### config.mk
export PLATFORM = sky130hd
export DESIGN_NAME = nfc_ecc_engine
export DESIGN_NICKNAME = d
export VERILOG_FILES = /design/src/rtl/ecc_pkg.sv /design/src/rtl/ecc_rst_sync.sv /design/src/rtl/ecc_colpar.sv /design/src/rtl/ecc_linepar.sv /design/src/rtl/ecc_accum.sv /design/src/rtl/ecc_rdmux.sv /design/src/rtl/nfc_ecc_engine.sv
export SDC_FILE = /design/constraint.sdc
export NUM_CORES = 1
export LEC_CHECK = 0
export ABC_AREA = 0
export BUFFER_PORTS_ARGS = -buffer_cell sky130_fd_sc_hd__buf_4
export CAP_MARGIN = 20
export CELL_PAD_IN_SITES_DETAIL_PLACEMENT = 1
export CELL_PAD_IN_SITES_GLOBAL_PLACEMENT = 2
export CORE_AREA = 2 2 76 78
export DETAILED_ROUTE_END_ITERATION = 12
export DIE_AREA = 0 0 78 80
export PLACE_DENSITY = 0.82
export SYNTH_ARGS = -nofsm -noshare
export SYNTH_HDL_FRONTEND = slang
export SYNTH_SLANG_ARGS = --single-unit
### constraint.sdc
create_clock -name clk -period 2.1 [get_ports clk]
set_input_delay 0.42 -clock clk [delete_from_list [all_inputs] [get_ports clk]]
set_output_delay 0.42 -clock clk [all_outputs]
set_load 0.02 [all_outputs]
### src/rtl/ecc_pkg.sv
package ecc_pkg;
  localparam int unsigned ECC_DATA_W = 8;
  localparam int unsigned ECC_BLOCK  = 256;
  localparam int unsigned ECC_ADDR_W = 5;

  localparam logic [ECC_ADDR_W-1:0] OFS_LP_LO = 5'h00;
  localparam logic [ECC_ADDR_W-1:0] OFS_LP_HI = 5'h04;
  localparam logic [ECC_ADDR_W-1:0] OFS_COL   = 5'h08;
  localparam logic [ECC_ADDR_W-1:0] OFS_CNT   = 5'h0C;
  localparam logic [ECC_ADDR_W-1:0] OFS_CLR   = 5'h10;

  typedef enum logic [1:0] {ACC_HOLD, ACC_TAKE, ACC_CLEAR} acc_op_e;
endpackage

### src/rtl/ecc_rst_sync.sv
module ecc_rst_sync (
  input  logic clk,
  input  logic rst_n,
  output logic rst_n_sync
);
  logic [1:0] sync_q;

  always_ff @(posedge clk or negedge rst_n) begin
    if (!rst_n) sync_q <= 2'b00;
    else        sync_q <= {sync_q[0], 1'b1};
  end

  assign rst_n_sync = sync_q[1];
endmodule

### src/rtl/ecc_colpar.sv
module ecc_colpar #(
  parameter int unsigned DATA_W = 8,
  localparam int unsigned LOG_W = $clog2(DATA_W),
  localparam int unsigned CP_W  = 2 * LOG_W
) (
  input  logic [DATA_W-1:0] din,
  output logic [CP_W-1:0]   cp_tgl
);
  for (genvar l = 0; l < LOG_W; l++) begin : g_lvl
    logic even_half, odd_half;
    always_comb begin
      even_half = 1'b0;
      odd_half  = 1'b0;
      for (int j = 0; j < DATA_W; j++) begin
        if (((j >> l) & 1) == 0) even_half = even_half ^ din[j];
        else                     odd_half  = odd_half  ^ din[j];
      end
    end
    assign cp_tgl[2*l]   = even_half;
    assign cp_tgl[2*l+1] = odd_half;
  end
endmodule

### src/rtl/ecc_linepar.sv
module ecc_linepar #(
  parameter int unsigned DATA_W = 8,
  parameter int unsigned CNT_W  = 8,
  localparam int unsigned LP_W  = 2 * CNT_W
) (
  input  logic [DATA_W-1:0] din,
  input  logic [CNT_W-1:0]  pos,
  output logic [LP_W-1:0]   lp_tgl
);
  logic bpar;
  assign bpar = ^din;

  for (genvar k = 0; k < CNT_W; k++) begin : g_bit
    assign lp_tgl[2*k]   = bpar & ~pos[k];
    assign lp_tgl[2*k+1] = bpar &  pos[k];
  end
endmodule

### src/rtl/ecc_accum.sv
module ecc_accum
  import ecc_pkg::*;
#(
  parameter int unsigned CNT_W = 8,
  parameter int unsigned LP_W  = 16,
  parameter int unsigned CP_W  = 6
) (
  input  logic             clk,
  input  logic             rst_n,
  input  acc_op_e          op,
  input  logic [LP_W-1:0]  lp_tgl,
  input  logic [CP_W-1:0]  cp_tgl,
  output logic [CNT_W-1:0] cnt_q,
  output logic [LP_W-1:0]  lp_q,
  output logic [CP_W-1:0]  cp_q
);
  logic [CNT_W-1:0] cnt_d;
  logic [LP_W-1:0]  lp_d;
  logic [CP_W-1:0]  cp_d;
  logic             upd_en;

  always_comb begin
    cnt_d  = cnt_q;
    lp_d   = lp_q;
    cp_d   = cp_q;
    upd_en = 1'b0;
    unique case (op)
      ACC_CLEAR: begin
        cnt_d  = '0;
        lp_d   = '0;
        cp_d   = '0;
        upd_en = 1'b1;
      end
      ACC_TAKE: begin
        cnt_d  = cnt_q + 1'b1;
        lp_d   = lp_q ^ lp_tgl;
        cp_d   = cp_q ^ cp_tgl;
        upd_en = 1'b1;
      end
      default: upd_en = 1'b0;
    endcase
  end

  always_ff @(posedge clk or negedge rst_n) begin
    if (!rst_n) begin
      cnt_q <= '0;
      lp_q  <= '0;
      cp_q  <= '0;
    end else if (upd_en) begin
      cnt_q <= cnt_d;
      lp_q  <= lp_d;
      cp_q  <= cp_d;
    end
  end
endmodule

### src/rtl/ecc_rdmux.sv
module ecc_rdmux
  import ecc_pkg::*;
#(
  parameter int unsigned DATA_W = 8,
  parameter int unsigned ADDR_W = 5,
  parameter int unsigned CNT_W  = 8,
  parameter int unsigned LP_W   = 16,
  parameter int unsigned CP_W   = 6
) (
  input  logic [ADDR_W-1:0] addr,
  input  logic [CNT_W-1:0]  cnt_q,
  input  logic [LP_W-1:0]   lp_q,
  input  logic [CP_W-1:0]   cp_q,
  output logic [DATA_W-1:0] rdata
);
  localparam int unsigned LP_HALF = LP_W / 2;

  logic [LP_HALF-1:0] lp_lo, lp_hi;
  assign lp_lo = lp_q[LP_HALF-1:0];
  assign lp_hi = lp_q[LP_W-1:LP_HALF];

  always_comb begin
    unique case (addr)
      OFS_LP_LO: rdata = DATA_W'(lp_lo);
      OFS_LP_HI: rdata = DATA_W'(lp_hi);
      OFS_COL:   rdata = DATA_W'(cp_q);
      OFS_CNT:   rdata = DATA_W'(cnt_q);
      default:   rdata = '0;
    endcase
  end
endmodule

### src/rtl/nfc_ecc_engine.sv
module nfc_ecc_engine
  import ecc_pkg::*;
#(
  parameter int unsigned DATA_W      = ECC_DATA_W,
  parameter int unsigned BLOCK_BYTES = ECC_BLOCK,
  parameter int unsigned ADDR_W      = ECC_ADDR_W,
  localparam int unsigned CNT_W = $clog2(BLOCK_BYTES),
  localparam int unsigned LP_W  = 2 * CNT_W,
  localparam int unsigned CP_W  = 2 * $clog2(DATA_W)
) (
  input  logic              clk,
  input  logic              rst_n,
  input  logic              port_valid,
  input  logic [DATA_W-1:0] port_byte,
  input  logic              reg_wr,
  input  logic [ADDR_W-1:0] reg_addr,
  output logic [DATA_W-1:0] reg_rdata
);
  logic             rst_n_int;
  logic             clr_hit;
  acc_op_e          op;
  logic [LP_W-1:0]  lp_tgl;
  logic [CP_W-1:0]  cp_tgl;
  logic [CNT_W-1:0] cnt_q;
  logic [LP_W-1:0]  lp_q;
  logic [CP_W-1:0]  cp_q;

  ecc_rst_sync u_rst (.clk(clk), .rst_n(rst_n), .rst_n_sync(rst_n_int));

  assign clr_hit = reg_wr && (reg_addr == OFS_CLR);

  always_comb begin
    if (clr_hit)         op = ACC_CLEAR;
    else if (port_valid) op = ACC_TAKE;
    else                 op = ACC_HOLD;
  end

  ecc_colpar #(.DATA_W(DATA_W)) u_col (.din(port_byte), .cp_tgl(cp_tgl));

  ecc_linepar #(.DATA_W(DATA_W), .CNT_W(CNT_W)) u_line (
    .din(port_byte), .pos(cnt_q), .lp_tgl(lp_tgl)
  );

  ecc_accum #(.CNT_W(CNT_W), .LP_W(LP_W), .CP_W(CP_W)) u_acc (
    .clk(clk), .rst_n(rst_n_int), .op(op), .lp_tgl(lp_tgl), .cp_tgl(cp_tgl),
    .cnt_q(cnt_q), .lp_q(lp_q), .cp_q(cp_q)
  );

  ecc_rdmux #(.DATA_W(DATA_W), .ADDR_W(ADDR_W), .CNT_W(CNT_W), .LP_W(LP_W), .CP_W(CP_W)) u_rd (
    .addr(reg_addr), .cnt_q(cnt_q), .lp_q(lp_q), .cp_q(cp_q), .rdata(reg_rdata)
  );
endmodule

## Yosys cells after proc, flatten, opt, wreduce, memory -nomap -nowiden

Cells that the tools add are included.
Widths: inputs -> output; s select.

| storage, ports and cells | value |
|---|---|
| register bits after elaboration | 32 |
| input bits | 17 |
| output and inout bits | 8 |
| logic and storage cells | 67 |

| cells by class | value |
|---|---|
| add/subtract/negate cells | 1 |
| equality and inequality tests | 6 |
| multiplexer cells | 7 |
| bitwise operators | 43 |
| reduce and logical (&&, ||, !) cells | 6 |

Operators with widths:

| operator | number |
|---|---|
| $pmux 16 s2 | 1 |
| $pmux 8 s4 | 1 |
| $xor 1x1->1 | 17 |
| $and 1x1->1 | 16 |
| $pmux 8 s2 | 1 |
| $xor 16x16->16 | 1 |
| $pmux 6 s2 | 1 |
| $eq 5x4->1 const B | 2 |
| $add 8x1->8 const B | 1 |
| $not 1->1 | 8 |
| $reduce_xor 8->1 | 1 |
| $xor 6x6->6 | 1 |
| $eq 5x3->1 const B | 1 |
| $eq 5x5->1 const B | 1 |
| $logic_not 5->1 | 1 |
| $eq 2x1->1 const B | 1 |
| $eq 2x2->1 const B | 1 |
| $mux 1 | 2 |
| $mux 2 | 1 |
| $reduce_and 2->1 | 1 |
| $reduce_bool 2->1 | 1 |
| $reduce_or 2->1 | 1 |
| $logic_and 1x1->1 | 1 |

## Longest topological paths before layout

| depth | value |
|---|---|
| depth after elaboration | 7 |
| mapped depth | 6 |
| depth with buffers taken out | 5 |

## By module

Synthesis repeated with hierarchy kept, for this count alone.

| unflattened totals | value |
|---|---|
| cells, all modules | 225 |
| area total of the unflattened synthesis | 2243.4 sq um |

Modules (own cells, without submodules):

| module | instances | cells an instance | area each (sq um) | seq. area each (sq um) |
|---|---|---|---|---|
| ecc_accum | 1 | 141 | 1551.5 | 750.7 |
| ecc_rdmux | 1 | 32 | 261.5 | 0.0 |
| ecc_colpar | 1 | 21 | 198.9 | 0.0 |
| ecc_linepar | 1 | 24 | 150.1 | 0.0 |
| ecc_rst_sync | 1 | 3 | 53.8 | 50.0 |
| nfc_ecc_engine | 1 | 4 | 27.5 | 0.0 |

## Worst setup path after synthesis

OpenSTA, ideal clock, no wires.

| timing path | value |
|---|---|
| path kind | input port to output port |
| start point | input reg_addr[3] |
| end point | output reg_rdata[5] |
| arrival time | 1453 ps |
| data required time | 1680 ps |
| path slack | 227 ps |
| stages on the path | 3 |
| buffers on the path | 1 |
| cell sequence | clkbuf_1 mux4_2 nor2b_1 |

| on the way | value |
|---|---|
| longest elaborated chain between the ends | 2 |
| elaborated cells between the ends (all ways) | 5 |
| those cells by class | eq/ne: 3; mux: 1; reduce/logical: 1 |

Ends and longest elaborated chain:

| element | line | RTL |
|---|---|---|
| from (decl) | nfc_ecc_engine.sv:16 | `input logic [ADDR_W-1:0] reg_addr,` |
| $eq 5x4->1 (tied with other cells) | ecc_rdmux.sv:23 | `unique case (addr)` |
| $pmux 8 s4 (*) | ecc_rdmux.sv:23 |  |
| to (decl) | nfc_ecc_engine.sv:17 | `output logic [DATA_W-1:0] reg_rdata` |

Every way passes the cells marked *; elsewhere a longest branch is shown, timed or not.

## Worst setup path in the final report

| timing path | value |
|---|---|
| start point | register u_acc.cnt_q[2] |
| end point | output reg_rdata[2] |

| on the way | value |
|---|---|
| longest elaborated chain between the ends | 1 |

Ends and longest elaborated chain:

| element | line | RTL |
|---|---|---|
| from (decl) | ecc_accum.sv:13 | `output logic [CNT_W-1:0] cnt_q,` |
| from (signal assigned) | ecc_accum.sv:50 | `cnt_q <= cnt_d;` |
| $pmux 8 s4 | ecc_rdmux.sv:23 |  |

No other way between the ends.

==> flow_summary_export.csv <==
group,metric,value,unit
power,power,2.65,mW
final_layout,nNetsFinal,245,
clocking,clk_pin_slew_worst_paths,70,ps
floorplanning,rows,27,
clocking,clk_latency,290,ps
placed_design,post-place-cells,291,
timing,finalClockSkew,7.12,ps
global_route,grtUsageTotal,18.3,%
global_route,grt_start_max_net_pins,31,
final_layout,diodes,0,
floorplanning,ios,25,
synthesis,ys_types,24,
detailed_routing,vias,1596,
power,power.density,1150,nW/um2
worst_setup_path,setup.worst_path.class,"reg -> out",
worst_setup_path,crit_arrival,1600,ps
synthesis,syn_area,1860,um2
detailed_routing,drc,0,
clocking,clockBufferDepth,2,
placed_design,port_buffers,24,
clocking,post_cts_buffers,0,
final_layout,multi_input_area,1000,um2
timing,tightest_slew,505,ps
timing,finalHoldViolations,0,
detailed_routing,vias_per_cell,5.32,
floorplanning,initial_core_util,34.4,%
final_layout,nFillCells,626,
final_layout,synthToLayoutAreaGrowth,24.7,%
job,cap_violations,0,
worst_setup_path,r2r_cells,4,
final_layout,final_cell_mix,"buf_4, dfrtp_1, nor2_1",
synthesis,ys_warn_count,0,
timing,rsz0062_at_grt,"false",
worst_setup_path,cpPeakStageDelay,500,ps
worst_setup_path,worstReg2RegEnd,"u_acc.cnt_q[6]",
outcome,outcome,"complete, no violations",
timing,fin_ws,77.1,ps
detailed_routing,routedWlPerCell,17.2,um
final_layout,register_area,801,um2
worst_setup_path,cp_max_fo,8,
clocking,clock-sinks,32,
worst_setup_path,r2r_start,"u_acc.cnt_q[0]",
placed_design,dp_hpwl,3630,um
worst_setup_path,r2r_slack,590,ps
timing,slew_headroom,66.4,%
placed_design,place_congestion,0.758,
timing,finalCritPeriodShare,96.3,%
power,power.leakage,0.984,nW
synthesis,ys_seq_area_share,43.1,%
worst_setup_path,crit_buf_inv,1,
detailed_routing,first_pass_iters,4,
worst_setup_path,cp_cell_sequence,"mux4_2 -> nor2b_1 -> buf_4",
timing,maxSlewViolCount,0,
clocking,root_buffer,"clkbuf_8",
synthesis,syn_area_per_cell,9.52,um2
power,peakVddDrop,383,uV
floorplanning,core_area,5410,um2
final_layout,drive_above_1_share,21.9,%
floorplanning,die_area,6240,um2
worst_setup_path,crit_slowest_cell,"dfrtp_1",
timing,tns,0,ps
global_route,grt_pass1_vias,1707,
floorplanning,die_x,78,um
clocking,cts_buffers,5,
final_layout,layout_commonest_cell,"buf_4",
floorplanning,die_y,80,um
worst_setup_path,worstPathRequired,1680,ps
global_route,grt_overflow_total,0,
worst_setup_path,cp-end-kind,"output pin",
final_layout,instances_no_fill,300,
placed_design,post-place-ws,195,ps
global_route,antenna_found_initial,0,
worst_setup_path,crit_family,"flip-flops",
global_route,grt_pass1_wl,8770,um
detailed_routing,wl,5150,um
clocking,cts_tree,"built",
detailed_routing,initialDrtViolationCount,133,
timing,finalCriticalPeriod,2020,ps
synthesis,syn_nets,213,
synthesis,netlist_instances,195,
timing,setup_violations,0,
clocking,cts-htree-levels,2,
detailed_routing,ant_nets,0,
worst_setup_path,setup.worst_path.start_class,"flop",
min_path,min_path_type,"reg -> async",
timing,fmax,0.494,GHz
synthesis,synth-seq-cells,32,
==> worst reg2reg max path, delay by kind of cell, from the launching register on <==
family / cells / cell delay [ps]
simple gates: 2 / 560
fa+ha+maj: 1 / 230
flops: 1 / 500
compound gates: 1 / 150
==> kinds of logic (layout without fill, tap and decap cells) <==
family	count (synthesis)	count (layout)	synth area share, %
DFF	32	32	43.1
buffers and inverters	13	46	2.96
other	1	1	0.202
xor gates and xnor gates	27	27	12.7
AOI/OAI and AO/OA	30	30	9.64
muxes	9	9	8.89
and+or+nand+nor	82	82	21.8
adders and majority gates	1	1	0.674
==> flip-flops by register name, indices dropped and copies added, names as in the netlist <==
| register | cells |
|---|---|
| u_acc.cp_q | 6 |
| u_acc.cnt_q | 8 |
| u_rst.sync_q | 2 |
| u_acc.lp_q | 16 |
==> stage by stage <==
step           hold WS (ps)  instance area [um2]  util (%)
6_report                273                 2310      42.8
3_3_place_gp            202                 2180      40.3
5_1_grt                 316                 2310      42.8
3_5_place_dp            206                 2180      40.3
2_1_floorplan           124                 1860         -
4_1_cts                 305                 2310      42.8
==> cell usage after synthesis <==
library cell / n / share of area [%]
xor2_1: 13 / 6.1
nand4b_1: 7 / 3.3
dfrtp_1: 32 / 43
or3_1: 11 / 3.7
buf_4: 1 / 0.40
nand4_1: 3 / 1.0
xnor2_1: 14 / 6.6
buf_2: 2 / 0.54
nor2_1: 28 / 5.7
o21ai_0: 10 / 2.7
ha_1: 1 / 0.67
mux4_2: 6 / 7.3
clkinv_1: 1 / 0.20
nand2_1: 22 / 4.4
and4_1: 1 / 0.47
a21oi_1: 11 / 3.0
nand3_1: 3 / 0.81
nand2b_1: 1 / 0.34
conb_1: 1 / 0.20
mux2i_1: 3 / 1.6
o311ai_0: 7 / 3.3
nor2b_1: 6 / 2.0
a31oi_1: 2 / 0.67
clkbuf_1: 9 / 1.8
==> worst max-delay path by stage <==
stage | start | end | slack (ps) | depth (start not counted)
floorplan | reg_addr[3] | reg_rdata[5] | 230 | 3
detailed placement | port_byte[4] | u_acc.lp_q[11] | 200 | 7
global route | u_acc.cnt_q[2] | reg_rdata[2] | 30 | 3
CTS | u_acc.cnt_q[2] | reg_rdata[2] | 60 | 3
global placement | reg_addr[2] | reg_rdata[2] | 210 | 4
finish | u_acc.cnt_q[2] | reg_rdata[2] | 80 | 3
==> metal layers <==
layer  global-route usage (%)  vias up  part of all wire, %
met1                     23.5      802                   45
li1                         -      740                    -
met5                        0        -                    0
met2                     30.3       42                   48
met3                     2.60       12                  3.6
met4                     8.77        0                  3.0
==> repair_timing <==
action | in CTS | in global routing
gates resized for setup | 0 | 0
hold buffers | 1 | 0
endpoints found under the hold margin | 2 | 0
==> layout make-up <==
cell class | instances | share of cell area (%)
well taps | 72 | 3.89
inverters | 1 | 0.162
clock buffers | 7 | 4.16
repair buffers | 37 | 12.6
multi-input cells | 150 | 43.2
clock inverters | 1 | 1.30
flip-flops and latches | 32 | 34.6
==> power by group <==
| part | switching, mW | leakage [nW] | internal [mW] | total [mW] |
|---|---|---|---|---|
| clock network | 0.244 | 0.0645 | 0.419 | 0.663 |
| logic | 0.429 | 0.523 | 0.466 | 0.896 |
| registers | 0.235 | 0.397 | 0.858 | 1.09 |
| total | 0.909 | 0.984 | 1.74 | 2.65 |
No activity file was read; power rests on OpenSTA's default activity.
